==> src/rtl/pmu_pkg.sv <==
package pmu_pkg;
   typedef enum logic [3:0] {
      A_CTRL   = 4'h0,
      A_EN_SET = 4'h1,
      A_EN_CLR = 4'h2,
      A_IE_SET = 4'h3,
      A_IE_CLR = 4'h4,
      A_OVF    = 4'h5,
      A_SEL    = 4'h6,
      A_CYC    = 4'h7,
      A_VAL    = 4'h8,
      A_TYPE   = 4'h9
   } pmu_addr_e;

   localparam int CYC_BIT   = 31;
   localparam int SEL_W     = 5;
   localparam int CODE_W    = 8;
   localparam int NUMF_LSB  = 11;
endpackage

==> src/rtl/pmu_counter.sv <==
// Loadable up-counter: clear beats load, load beats increment.
module pmu_counter #(
   parameter int W = 32
) (
   input  logic         clk,
   input  logic         rst_n,
   input  logic         clr,
   input  logic         ld,
   input  logic [W-1:0] ld_val,
   input  logic         inc,
   output logic [W-1:0] cnt,
   output logic         wrap
);
   assign wrap = inc && !clr && !ld && (&cnt);

   always_ff @(posedge clk or negedge rst_n) begin
      if (!rst_n)    cnt <= '0;
      else if (clr)  cnt <= '0;
      else if (ld)   cnt <= ld_val;
      else if (inc)  cnt <= cnt + W'(1);
   end
endmodule

==> src/rtl/pmu_evt_mux.sv <==
// Selects one event line by code; codes past the last line give 0.
module pmu_evt_mux #(
   parameter int NUM_EVT = 8,
   parameter int CODE_W  = 8
) (
   input  logic [CODE_W-1:0]  code,
   input  logic [NUM_EVT-1:0] evt_in,
   output logic               hit
);
   always_comb begin
      hit = 1'b0;
      for (int j = 0; j < NUM_EVT; j++)
         if (code == CODE_W'(j)) hit = evt_in[j];
   end
endmodule

==> src/rtl/pmu_prescaler.sv <==
// Cycle-counter step generator: full rate or one step per 2**DIV_LOG2 active cycles.
module pmu_prescaler #(
   parameter int DIV_LOG2 = 6,
   parameter bit HAS_DIV  = 1'b1
) (
   input  logic clk,
   input  logic rst_n,
   input  logic clr,
   input  logic active,
   input  logic div_mode,
   output logic tick
);
   if (HAS_DIV) begin : g_div
      logic [DIV_LOG2-1:0] phase_q;
      always_ff @(posedge clk or negedge rst_n) begin
         if (!rst_n)       phase_q <= '0;
         else if (clr)     phase_q <= '0;
         else if (active)  phase_q <= phase_q + DIV_LOG2'(1);
      end
      assign tick = active && !clr && (!div_mode || (&phase_q));
   end else begin : g_nodiv
      logic unused_div;
      assign unused_div = ^{div_mode, clk, rst_n};
      assign tick = active && !clr;
   end
endmodule

==> src/rtl/perf_mon_unit.sv <==
module perf_mon_unit
   import pmu_pkg::*;
#(
   parameter int NUM_CTR  = 4,
   parameter int NUM_EVT  = 8,
   parameter int CNT_W    = 32,
   parameter int DIV_LOG2 = 6,
   parameter bit HAS_DIV  = 1'b1
) (
   input  logic               clk,
   input  logic               rst_n,
   input  logic               reg_wr,
   input  logic [3:0]         reg_addr,
   input  logic [31:0]        reg_wdata,
   output logic [31:0]        reg_rdata,
   input  logic [NUM_EVT-1:0] evt_in,
   input  logic               dbg_inhibit,
   output logic               irq,
   output logic               export_en
);
   localparam logic [31:0] EVT_MASK  = (32'h1 << NUM_CTR) - 32'h1;
   localparam logic [31:0] IMPL_MASK = (32'h1 << CYC_BIT) | EVT_MASK;

   if (NUM_CTR < 1 || NUM_CTR > 31) begin : g_bad_ctr
      $error("NUM_CTR must lie in 1..31");
   end
   if (NUM_EVT < 1 || NUM_EVT > (1 << CODE_W)) begin : g_bad_evt
      $error("NUM_EVT must lie in 1..256");
   end
   if (CNT_W < 8 || CNT_W > 32) begin : g_bad_w
      $error("CNT_W must lie in 8..32");
   end
   if (DIV_LOG2 < 1 || DIV_LOG2 > 16) begin : g_bad_div
      $error("DIV_LOG2 must lie in 1..16");
   end

   logic              ctrl_en_q, ctrl_div_q, ctrl_exp_q, ctrl_dbg_q;
   logic [31:0]       en_q, ie_q, ovf_q, wrap_v;
   logic [SEL_W-1:0]  sel_q;
   logic [CNT_W-1:0]  cyc_cnt;
   logic [CNT_W-1:0]  evt_cnt  [NUM_CTR];
   logic [CODE_W-1:0] evt_type [NUM_CTR];
   logic              cyc_tick, cyc_run, cyc_rst, evt_rst, sel_ok;

   wire wr_ctrl = reg_wr && (reg_addr == A_CTRL);
   wire wr_enst = reg_wr && (reg_addr == A_EN_SET);
   wire wr_encl = reg_wr && (reg_addr == A_EN_CLR);
   wire wr_iest = reg_wr && (reg_addr == A_IE_SET);
   wire wr_iecl = reg_wr && (reg_addr == A_IE_CLR);
   wire wr_ovf  = reg_wr && (reg_addr == A_OVF);
   wire wr_sel  = reg_wr && (reg_addr == A_SEL);
   wire wr_cyc  = reg_wr && (reg_addr == A_CYC);
   wire wr_val  = reg_wr && (reg_addr == A_VAL);
   wire wr_type = reg_wr && (reg_addr == A_TYPE);

   assign evt_rst = wr_ctrl && reg_wdata[1];
   assign cyc_rst = wr_ctrl && reg_wdata[2];
   assign sel_ok  = (32'(sel_q) < 32'(NUM_CTR));
   assign cyc_run = ctrl_en_q && en_q[CYC_BIT] && !(ctrl_dbg_q && dbg_inhibit);

   // control, enables, selector
   always_ff @(posedge clk or negedge rst_n) begin
      if (!rst_n) begin
         ctrl_en_q  <= 1'b0;
         ctrl_div_q <= 1'b0;
         ctrl_exp_q <= 1'b0;
         ctrl_dbg_q <= 1'b0;
         en_q       <= '0;
         ie_q       <= '0;
         ovf_q      <= '0;
         sel_q      <= '0;
      end else begin
         if (wr_ctrl) begin
            ctrl_en_q  <= reg_wdata[0];
            ctrl_div_q <= reg_wdata[3];
            ctrl_exp_q <= reg_wdata[4];
            ctrl_dbg_q <= reg_wdata[5];
         end
         if (wr_enst)      en_q <= (en_q | reg_wdata) & IMPL_MASK;
         else if (wr_encl) en_q <= en_q & ~reg_wdata;
         if (wr_iest)      ie_q <= (ie_q | reg_wdata) & IMPL_MASK;
         else if (wr_iecl) ie_q <= ie_q & ~reg_wdata;
         // a wrap on the same edge as a clear leaves the flag set
         ovf_q <= ((ovf_q & ~(wr_ovf ? reg_wdata : 32'h0)) | wrap_v) & IMPL_MASK;
         if (wr_sel) sel_q <= reg_wdata[SEL_W-1:0];
      end
   end

   // cycle counter
   pmu_prescaler #(.DIV_LOG2(DIV_LOG2), .HAS_DIV(HAS_DIV)) u_presc (
      .clk(clk), .rst_n(rst_n), .clr(cyc_rst), .active(cyc_run),
      .div_mode(ctrl_div_q), .tick(cyc_tick)
   );

   pmu_counter #(.W(CNT_W)) u_cyc (
      .clk(clk), .rst_n(rst_n), .clr(cyc_rst), .ld(wr_cyc),
      .ld_val(reg_wdata[CNT_W-1:0]), .inc(cyc_tick),
      .cnt(cyc_cnt), .wrap(wrap_v[CYC_BIT])
   );

   // event counter bank
   for (genvar i = 0; i < NUM_CTR; i++) begin : g_ctr
      logic              hit, picked;
      logic [CODE_W-1:0] type_q;

      assign picked = sel_ok && (sel_q == SEL_W'(i));

      always_ff @(posedge clk or negedge rst_n) begin
         if (!rst_n)                 type_q <= '0;
         else if (wr_type && picked) type_q <= reg_wdata[CODE_W-1:0];
      end
      assign evt_type[i] = type_q;

      pmu_evt_mux #(.NUM_EVT(NUM_EVT), .CODE_W(CODE_W)) u_mux (
         .code(type_q), .evt_in(evt_in), .hit(hit)
      );

      pmu_counter #(.W(CNT_W)) u_cnt (
         .clk(clk), .rst_n(rst_n), .clr(evt_rst), .ld(wr_val && picked),
         .ld_val(reg_wdata[CNT_W-1:0]), .inc(ctrl_en_q && en_q[i] && hit),
         .cnt(evt_cnt[i]), .wrap(wrap_v[i])
      );
   end
   for (genvar k = NUM_CTR; k < CYC_BIT; k++) begin : g_nowrap
      assign wrap_v[k] = 1'b0;
   end

   // read path
   logic [CNT_W-1:0]  win_val;
   logic [CODE_W-1:0] win_type;
   always_comb begin
      win_val  = '0;
      win_type = '0;
      for (int i = 0; i < NUM_CTR; i++)
         if (sel_q == SEL_W'(i)) begin
            win_val  = evt_cnt[i];
            win_type = evt_type[i];
         end
   end

   always_comb begin
      case (reg_addr)
         A_CTRL:             reg_rdata = (32'(NUM_CTR) << NUMF_LSB) |
                                         {26'h0, ctrl_dbg_q, ctrl_exp_q, ctrl_div_q, 2'b00, ctrl_en_q};
         A_EN_SET, A_EN_CLR: reg_rdata = en_q;
         A_IE_SET, A_IE_CLR: reg_rdata = ie_q;
         A_OVF:              reg_rdata = ovf_q;
         A_SEL:              reg_rdata = 32'(sel_q);
         A_CYC:              reg_rdata = 32'(cyc_cnt);
         A_VAL:              reg_rdata = 32'(win_val);
         A_TYPE:             reg_rdata = 32'(win_type);
         default:            reg_rdata = 32'h0;
      endcase
   end

   assign irq       = |(ovf_q & ie_q);
   assign export_en = ctrl_exp_q;
endmodule

==> config.mk <==
export PLATFORM = sky130hd
export DESIGN_NAME = perf_mon_unit
export DESIGN_NICKNAME = d
export VERILOG_FILES = /design/src/rtl/pmu_pkg.sv /design/src/rtl/pmu_counter.sv /design/src/rtl/pmu_evt_mux.sv /design/src/rtl/pmu_prescaler.sv /design/src/rtl/perf_mon_unit.sv
export SDC_FILE = /design/constraint.sdc
export NUM_CORES = 1
export LEC_CHECK = 0
export BUFFER_PORTS_ARGS = -buffer_cell sky130_fd_sc_hd__buf_4
export CELL_PAD_IN_SITES_DETAIL_PLACEMENT = 1
export CELL_PAD_IN_SITES_GLOBAL_PLACEMENT = 2
export CORE_ASPECT_RATIO = 0.9
export CORE_MARGIN = 5
export CORE_UTILIZATION = 42
export CTS_CLUSTER_DIAMETER = 30
export DETAILED_ROUTE_END_ITERATION = 8
export PLACE_DENSITY_LB_ADDON = 0.1
export RECOVER_POWER = 50
export SYNTH_ARGS = -nofsm -noshare
export SYNTH_HDL_FRONTEND = slang
export SYNTH_SLANG_ARGS = --single-unit
==> constraint.sdc <==
create_clock -name clk -period 5.6 [get_ports clk]
set_input_delay 0.28 -clock clk [delete_from_list [all_inputs] [get_ports clk]]
set_output_delay 0.28 -clock clk [all_outputs]
set_load 0.03 [all_outputs]
# Word level (Yosys, flattened, before mapping)
# Index checks and enable logic that the tools add are counted.
[word_totals]
register_bits = 276
latch_bits = 0
ramBits = 0
rom_bits = 0
inputBits = 48
word_cells = 222
mem_count = 0
[classes]
add_sub_neg = 6
n_mul = 0
div_mod_pow = 0
order_cmp = 1
eq_ne = 40
n_shift = 0
mux = 63
bitwise = 9
reduce_logical = 85
[op_table]
columns = ["op", "count"]
rows = [
  ["32-bit 2-to-1 mux", 24],
  ["32-bit one-hot mux with 8 select lines", 1],
  ["32-bit by 1-bit adder with 32-bit output (second input constant)", 5],
  ["32-bit AND reduction", 5],
  ["32-bit bitwise AND", 4],
  ["8-bit by 3-bit equality test with 1-bit output (second input constant)", 16],
  ["32-bit bitwise OR", 3],
  ["8-bit by 2-bit equality test with 1-bit output (second input constant)", 8],
  ["32-bit inverter", 2],
  ["1-bit logical AND", 52],
  ["8-bit by 1-bit equality test with 1-bit output (second input constant)", 4],
  ["8-bit logical NOT", 4],
  ["1-bit 2-to-1 mux", 32],
  ["8-bit 2-to-1 mux", 4],
  ["32-bit OR reduction", 1],
  ["4-bit by 3-bit equality test with 1-bit output (second input constant)", 4],
  ["3-bit nonzero test", 5],
  ["6-bit 2-to-1 mux", 2],
  ["5-bit by 2-bit equality test with 1-bit output (second input constant)", 2],
  ["1-bit logical NOT", 9],
  ["4-bit by 2-bit equality test with 1-bit output (second input constant)", 2],
  ["4-bit equality test (second input constant)", 2],
  ["6-bit by 1-bit adder with 6-bit output (second input constant)", 1],
  ["6-bit AND reduction", 1],
  ["other kinds (8)", 11],
]

# Longest topological paths before layout
# Gate-level depths: netlist of run 1.
[depth]
word_depth = 14
ltp_mapped = 9
ltp_nobuf = 7

# Cells and area by module
# Synthesis of run 1 repeated with hierarchy kept, for this count alone.
[unflattened]
hier_cells = 1874
hier_area_um2 = 17143.9
[by_module_without_submodules]
columns = ["module", "instances", "cells_each", "area_per_inst_um2", "seq_area_each_um2"]
rows = [
  ["pmu_counter", 5, 236, 2038.2, 800.8],
  ["perf_mon_unit", 1, 646, 6359.8, 2752.6],
  ["pmu_evt_mux", 4, 5, 75.1, 0.0],
  ["pmu_prescaler", 1, 28, 292.8, 150.1],
]

# Worst setup path before layout of run 1
# OpenSTA, ideal clock, no wires.
[synth_timing]
kind = "reg2out"
start = "register sel_q[4]"
end = "output port reg_rdata[10]"
arrival_ns = 2.566
required_time_ns = 5.320
setup_slack_ns = 2.754
path_stages_with_launch = 7
path_buffers = 2
path_cell_list = "dfrtp_1 -> or4_1 -> nor2_1 -> clkbuf_1 -> clkbuf_1 -> a221oi_1 -> o21ai_0"
[synth_via]
elab_chain_len = 6
elab_cells_between_ends = 9
cone_classes = "eq/ne (3); mux (5); reduce/logical (1)"
[synth_lines]
columns = ["item", "line", "text"]
rows = [
  ["start, declared", "perf_mon_unit.sv:39", "logic [SEL_W-1:0] sel_q;"],
  ["start signal, assigned", "perf_mon_unit.sv:85", "if (wr_sel) sel_q <= reg_wdata[SEL_W-1:0];"],
  ["5-bit logical NOT", "perf_mon_unit.sv:135", "if (sel_q == SEL_W'(i)) begin"],
  ["32-bit 2-to-1 mux (3 in series)", "perf_mon_unit.sv:135", ""],
  ["32-bit 2-to-1 mux (*)", "perf_mon_unit.sv:135", ""],
  ["32-bit one-hot mux with 8 select lines (*)", "perf_mon_unit.sv:142", "case (reg_addr)"],
  ["end, declared", "perf_mon_unit.sv:15", "output logic [31:0] reg_rdata,"],
]
# Every way passes the cells marked *; elsewhere a longest branch is shown, timed or not.

# Final worst setup path of run 1
[layout_timing]
start = "input port reg_addr[2]"
end = "output port reg_rdata[6]"
[layout_via]
elab_chain_len = 3
elab_cells_between_ends = 13
cone_classes = "eq/ne (9); mux (1); reduce/logical (3)"
[layout_lines]
columns = ["item", "line", "text"]
rows = [
  ["start, declared", "perf_mon_unit.sv:13", "input logic [3:0] reg_addr,"],
  ["4-bit by 2-bit equality test with 1-bit output, or another cell as far along", "perf_mon_unit.sv:142", ""],
  ["2-bit OR reduction", "perf_mon_unit.sv:142", ""],
  ["32-bit one-hot mux with 8 select lines (*)", "perf_mon_unit.sv:142", ""],
]
# Marked as above.

==> results of run 1 <==
==> sequential cells by signal, summed over array words and instances, names as in the netlist, named ones only <==
register / flops
ie_q: 27
ctrl_dbg_q: 1
u_cyc.cnt: 32
ctrl_en_q: 1
en_q: 27
g_ctr.u_cnt.cnt: 128
sel_q: 5
ctrl_div_q: 1
u_presc.g_div.phase_q: 6
g_ctr.type_q: 32
ovf_q: 5
export_en: 1
==> worst max-delay path by stage <==
| stage | start | end | slack (ns) | depth (start not counted) |
|---|---|---|---|---|
| global placement | sel_q[4] | reg_rdata[31] | 2.34 | 6 |
| floorplan | sel_q[4] | reg_rdata[10] | 2.75 | 6 |
| detailed placement | sel_q[4] | reg_rdata[31] | 2.30 | 6 |
| CTS | sel_q[4] | reg_rdata[31] | 1.66 | 6 |
| finish | reg_addr[2] | reg_rdata[6] | 1.35 | 8 |
| global route | reg_addr[2] | reg_rdata[6] | 1.22 | 8 |
==> through the flow <==
step	hold WS [ns]	util, %	setup WS (ns)	instance area (um2)
floorplan	-0.0156	-	2.75	15900
global placement	0.382	45.3	2.34	16900
detailed placement	0.388	45.3	2.30	16900
CTS	0.00399	52.3	1.66	19500
global route	0.0109	52.2	1.22	19500
finish	0.0279	52.2	1.35	19500
==> power breakdown <==
group / switching, mW / internal, mW
Combinational: 0.671 / 0.516
Sequential: 0.611 / 2.36
Clock: 1.35 / 3.06
Total: 2.64 / 5.93
==> critical path: stages <==
cell      delay, ns
clkbuf_1       0.39
a211oi_1       0.79
clkbuf_1       1.33
a22oi_1        0.46
o21ai_0        0.22
a211oi_1       0.07
o21ai_0        0.17
buf_4          0.23
==> kinds of logic after synthesis <==
family,count (synthesis),share of synthesized area (%)
AO/OA/AOI/OAI,571,22.7
XOR/XNOR,153,8.43
adder cells (fa/ha/maj),6,0.472
buffers and inverters,159,3.92
flip-flops,276,43.5
multiplexers,48,3.23
AND/OR/NAND/NOR,557,17.8
==> layout by cell type (no fill, tap or decap), drive strengths merged, types with 6 or more instances in the layout <==
master / n
clkinv: 20
inv: 32
mux2: 26
o221ai: 6
o22ai: 8
a221oi: 27
ha: 6
or4: 8
or3: 6
nand2b: 10
a211oi: 15
a21oi: 145
o21ai: 212
and3: 24
dfrtp: 276
nor3: 57
buf: 98
a22oi: 15
nand4: 35
and4: 15
mux2i: 22
o21a: 55
a222oi: 39
nand2: 137
a22o: 24
nor2b: 11
clkbuf: 117
xnor2: 119
nand3: 78
nor4: 35
xor2: 34
nor2: 120
==> cell type report <==
type | instances | area, um2
Timing Repair Buffer | 106 | 793
Inverter | 30 | 113
Clock inverter | 31 | 320
Multi-Input combinational cell | 1335 | 8440
Fill cell | 4175 | 17800
Sequential cell | 276 | 6910
Tap cell | 483 | 604
Clock buffer | 111 | 2300
==> metal layers <==
metal  routed length [um]  share of wire (%)
met5                    7              0.010
met4                 1430                2.1
met3                 5820                8.7
met2                28700                 43
met1                31000                 46
==> impl_metrics.json, run 1 <==
{
  "detail_route.iter0.violations": 1730,
  "cts_hold_buf": 2,
  "synth.most_common_cell": "dfrtp_1",
  "hold_depth": 3,
  "rsz0062_at_grt": "no",
  "synth_ff_type": "dfrtp_1",
  "syn_area_um2": 15900,
  "finalCriticalPeriod_ns": 4.25,
  "r2r-start": "sel_q[4]",
  "skew_ns": 0.0229,
  "ir_drop_v": 0.000241,
  "totalWireLength_um": 66900,
  "core_area_um2": 37300,
  "cts_buffer_depth": 3,
  "worstMarginPinSlew_ns": 2.92,
  "place_hpwl_um": 45600,
  "synth.net_count": 1824,
  "grt_pass1_vias": 15599,
  "die_h_um": 195,
  "grtUsageTotal_pct": 31.2,
  "dieArea_um2": 41800,
  "arrival_ns": 3.97,
  "slew_viol_final": 227,
  "diodes": 0,
  "vias": 15438,
  "max-cap-violations": 4,
  "use_met2_pct": 45.3,
  "firstDrtPassIters": 6,
  "r2r_end": "g_ctr[0].type_q[4]",
  "async_flop_share_pct": 100,
  "ios": 82,
  "setup_viol": 0,
  "grtUsageMet3_pct": 7.53,
  "cp-end-kind": "output pin",
  "grt_pass1_wl_um": 101000,
  "cts_resized": 0,
  "power_mw": 8.57,
  "fmax_mhz": 235,
  "finalWeightedCongestion": 0.926,
  "via_per_inst": 6.51,
  "fp-row-count": 67,
  "grt_max_degree": 129,
  "cp_max_fo": 29,
  "outcome": "finished with violations",
  "synth.avg_cell_area_um2": 8.98,
  "h-tree-depth": 3,
  "synth_edf_count": 0,
  "clkSinkCount": 276,
  "ff2ff_path_depth": 4,
  "yosys_warnings": 0,
  "io_buffers": 81,
  "drive_gt1_share_pct": 14.9,
  "fin_nets": 1882,
  "insertion_delay_ns": 0.60,
  "hold_start": "reg_wdata[28]",
  "synthCells": 1770,
  "reg2reg_slack_ns": 2.22,
  "busiest_layer": "met1",
  "hold_class": "in2reg",
  "synth_cell_type_count": 67,
  "worst_setup_path_start_kind": "input port",
  "drc_errors": 0,
  "synth_common_cells": "276 x dfrtp_1, 210 x o21ai_0, 145 x a21oi_1",
  "wl_per_cell_um": 28.2,
  "die_w_um": 215,
  "antenna_found_initial": 5,
  "yosysTopAreaCell": "dfrtp_1",
  "slew_headroom_pct": -94.8,
  "grt.overflow.total": 0,
  "start_util_pct": 42.6,
  "min_to": "g_ctr[3].u_cnt.cnt[28]",
  "synth_top_cell_area_share_pct": 43.5,
  "finalHoldViolCount": 0,
  "p_leak_nw": 7.85,
  "root_buffer": "clkbuf_16",
  "synth_area_leaders": "dfrtp_1 43%, o21ai_0 6.6%, xnor2_1 6.6%",
  "tns_ns": 0,
  "cts_inserted_buffers": 79,
  "post-place-cells": 2228,
  "violations": "capacitance limit, slew limit",
  "crit_type": "in2out",
  "cts_tree": "built",
  "critPathRequiredTime_ns": 5.32,
  "postRouteAntennaNets": 0,
  "layout.cells.non_filler": 2372,
  "ys_seq_area_share_pct": 43.5,
  "cellPowerDensity_nw_per_um2": 440,
  "clk_pin_slew_worst_paths_ns": 0.04,
  "grt_util_met1_pct": 47.0,
  "postCtsSetupBuffers": 0,
  "synth-seq-cells": 276,
  "finalCritPeriodShare_pct": 75.9,
  "areaGrowthSynthToFinish_pct": 22.5
}
Power figures use the tool's default switching activity.
==> run 2: changes to the inputs <==
--- a/config.mk
+++ b/config.mk
@@ -5,12 +5,13 @@
 export SDC_FILE = /design/constraint.sdc
 export NUM_CORES = 1
 export LEC_CHECK = 0
+export ABC_AREA = 1
 export BUFFER_PORTS_ARGS = -buffer_cell sky130_fd_sc_hd__buf_4
 export CELL_PAD_IN_SITES_DETAIL_PLACEMENT = 1
 export CELL_PAD_IN_SITES_GLOBAL_PLACEMENT = 2
 export CORE_ASPECT_RATIO = 0.9
 export CORE_MARGIN = 5
-export CORE_UTILIZATION = 42
+export CORE_UTILIZATION = 32
 export CTS_CLUSTER_DIAMETER = 30
 export DETAILED_ROUTE_END_ITERATION = 8
 export PLACE_DENSITY_LB_ADDON = 0.1
==> constraint.sdc (replaced) <==
create_clock -name clk -period 3.75 [get_ports clk]
set_input_delay 0.1875 -clock clk [delete_from_list [all_inputs] [get_ports clk]]
set_output_delay 0.1875 -clock clk [all_outputs]
set_load 0.03 [all_outputs]
==> run 2 against run 1 <==
  * The flow still finishes with violations (capacitance limit, slew limit)
  * First-iteration DRC count is 0.87% lower
  * Worst hold slack better by 0.0064 ns
  * Wire length up 54%
  * Largest cell class unchanged
==> impl_metrics.json, run 2 <==
{
  "cts_inserted_buffers": 97,
  "combPwrFrac_pct": 21.3,
  "postCtsSetupBuffers": 0,
  "grtUsageTotal_pct": 30.9,
  "synth.most_common_cell": "nand2_1",
  "detail_route.iter0.violations": 1715,
  "core_area_um2": 59700,
  "drive_gt1_share_pct": 9.64,
  "dieArea_um2": 65100,
  "grt_pass1_wl_um": 151000,
  "grt_pass1_vias": 22130,
  "switchingPower_mw": 5.46,
  "synth_edf_count": 0,
  "synth.net_count": 3028,
  "synth_top_cell_area_share_pct": 35.9,
  "setup_viol": 0,
  "cts_tree": "built",
  "min_to": "u_cyc.cnt[26]",
  "fin_nets": 3141,
  "crit_path_cell_trace": "nor2_1, nand3_1, buf_4, o221ai_1, o211ai_1, nand2_1, buf_4",
  "pwr-share-seq_pct": 27.9,
  "wl_per_cell_um": 26.1,
  "cts_buffer_depth": 3,
  "finalCritPeriodShare_pct": 92.6,
  "fin_util_pct": 40.1,
  "most-common-layout-cells": "973 x nand2_1, 307 x nor2_1, 289 x inv_1, 276 x dfrtp_1, 202 x nand3_1",
  "slew_headroom_pct": -34.1,
  "drc_errors": 0,
  "synth_common_cells": "973 x nand2_1, 309 x nor2_1, 289 x inv_1",
  "synthCells": 2974,
  "hold_start": "reg_wdata[26]",
  "areaGrowthSynthToFinish_pct": 24.3,
  "hold_depth": 5,
  "p_leak_nw": 11.2,
  "finalCriticalPeriod_ns": 3.47,
  "skew_ns": 0.0215,
  "ff2ff_path_depth": 8,
  "ir_drop_v": 0.000315,
  "fmax_mhz": 288,
  "postRouteAntennaNets": 0,
  "rsz0062_at_grt": "no",
  "cp_max_fo": 29,
  "r2r-start": "sel_q[3]",
  "outcome": "finished with violations",
  "firstDrtPassIters": 6,
  "p_int_mw": 10.1,
  "reg.largest.list": "g_ctr.u_cnt.cnt: 128 flops, g_ctr.type_q: 32 flops, u_cyc.cnt: 32 flops",
  "largest_reg_flops": 128,
  "synth-seq-cells": 276,
  "reg2reg_slack_ns": 0.94,
  "slew_viol_final": 199,
  "yosysTopAreaCell": "dfrtp_1",
  "finalHoldViolCount": 0,
  "antenna_found_initial": 1,
  "tns_ns": 0,
  "arrival_ns": 3.29,
  "max-cap-violations": 3,
  "ys_seq_area_share_pct": 35.9,
  "cp-end-kind": "output pin",
  "fp-row-count": 85,
  "start_util_pct": 32.3,
  "worst_setup_path_start_kind": "register",
  "hold_class": "in2reg",
  "vias": 21944,
  "cp_slowest_cell": "o221ai_1",
  "synth_cell_type_count": 47,
  "topRoutingLayerUsed": "met5",
  "syn_area_um2": 19200,
  "insertion_delay_ns": 0.63,
  "ios": 82,
  "clkSinkCount": 276,
  "violations": "capacitance limit, slew limit",
  "die_w_um": 268,
  "wl_met1_um": 47900,
  "clkPwrFrac_pct": 50.8,
  "nFillCells": 7564,
  "area.sequential_um2": 6910,
  "grt.overflow.total": 0,
  "crit_type": "reg2out",
  "async_flop_share_pct": 100,
  "clk_pin_slew_worst_paths_ns": 0.04,
  "worstMarginPinSlew_ns": 2.01,
  "totalWireLength_um": 103000,
  "synth.avg_cell_area_um2": 6.47,
  "multi_input_area_um2": 10600,
  "synth_area_leaders": "dfrtp_1 36%, nand2_1 19%, nor2_1 6.0%",
  "final_common_cell": "nand2_1",
  "root_buffer": "clkbuf_16",
  "die_h_um": 243,
  "via_per_inst": 5.56,
  "r2r_end": "g_ctr[0].u_cnt.cnt[1]",
  "slowest_delay_ns": 0.70,
  "finalWeightedCongestion": 0.989,
  "yosys_warnings": 0,
  "grt_max_degree": 102,
  "h-tree-depth": 3,
  "cellPowerDensity_nw_per_um2": 650,
  "switching_share_pct": 35.1,
  "dr_wl_met2_um": 44800,
  "critPathRequiredTime_ns": 3.56,
  "synth_ff_type": "dfrtp_1",
  "regMostFlops": "g_ctr.u_cnt.cnt",
  "io_buffers": 81,
  "path_common_cell": "buf_4",
  "wl_met3_um": 6850,
  "place_hpwl_um": 77300
}
-- run 2: critical path: cells and delay by family, from the launching register on --
kind | cells | cell delay, ns
AND/OR/NAND/NOR | 3 | 0.80
AO/OA/AOI/OAI | 2 | 0.90
flip-flops | 1 | 0.40
buffers and inverters | 2 | 0.56
-- run 2: power groups by stage --
stage | registers (mW) | clock network [mW] | logic [mW]
after global placement | 4.33 | 0 | 3.13
after global routing | 4.40 | 8.19 | 3.61
after floorplan | 4.03 | 0 | 1.97
final | 4.34 | 7.90 | 3.30
after CTS | 4.32 | 8.00 | 3.25
after detailed placement | 4.35 | 0 | 3.21
-- run 2: worst max path at each step --
stage	endpoint	depth (start not counted)	startpoint	slack, ns
3_3_place_gp	u_cyc.cnt[16]	11	reg_addr[2]	0.81
5_1_grt	g_ctr[3].u_cnt.cnt[14]	3	rst_n	0.1
2_1_floorplan	reg_rdata[30]	7	sel_q[3]	1.66
4_1_cts	reg_rdata[15]	10	sel_q[1]	0.04
3_5_place_dp	reg_rdata[15]	10	sel_q[1]	0.73
6_report	reg_rdata[15]	7	sel_q[3]	0.28
-- run 2: cells by family after synthesis --
kind of cell | synth area share, %
AND/OR/NAND/NOR | 35.5
AO/OA/AOI/OAI | 17.1
buffers and inverters | 9.01
flip-flops | 35.9
XOR/XNOR | 2.14
adder cells (fa/ha/maj) | 0.390
-- run 2: per-stage QoR --
stage	std cells	area (um2)	hold WS, ns	total power, mW	setup WS [ns]
floorplan	2974	19200	-0.108	5.99	1.66
global placement	3752	20500	0.154	7.46	0.810
detailed placement	3752	20500	0.161	7.56	0.729
CTS	3946	24000	0.00651	15.6	0.0378
global route	3946	23900	0.0422	16.2	0.0969
finish	3948	23900	0.0343	15.5	0.277
-- run 2: per-layer routing --
metal / GRT usage [%] / vias up
met1: 44.3 / 11087
met4: 9.70 / 2
met3: 6.68 / 159
met5: 0 / -
met2: 46.7 / 685
li1: - / 10011
-- run 2: area by class of cell --
cell class	count	share of cell area, %
antenna	2	0.0209
clock buffer	147	12.2
clock inverter	28	1.30
inverter	314	4.96
multi-input combinational	2269	44.4
sequential	276	28.9
tap	783	4.09
timing repair buffer	129	4.19
-- run 2: timing repair --
| action | in CTS | in global routing |
|---|---|---|
| setup endpoints to repair | 0 | 11 |
| resized for setup | 0 | 2 |
| hold endpoints to repair | 97 | 0 |
| hold buffers | 19 | 0 |
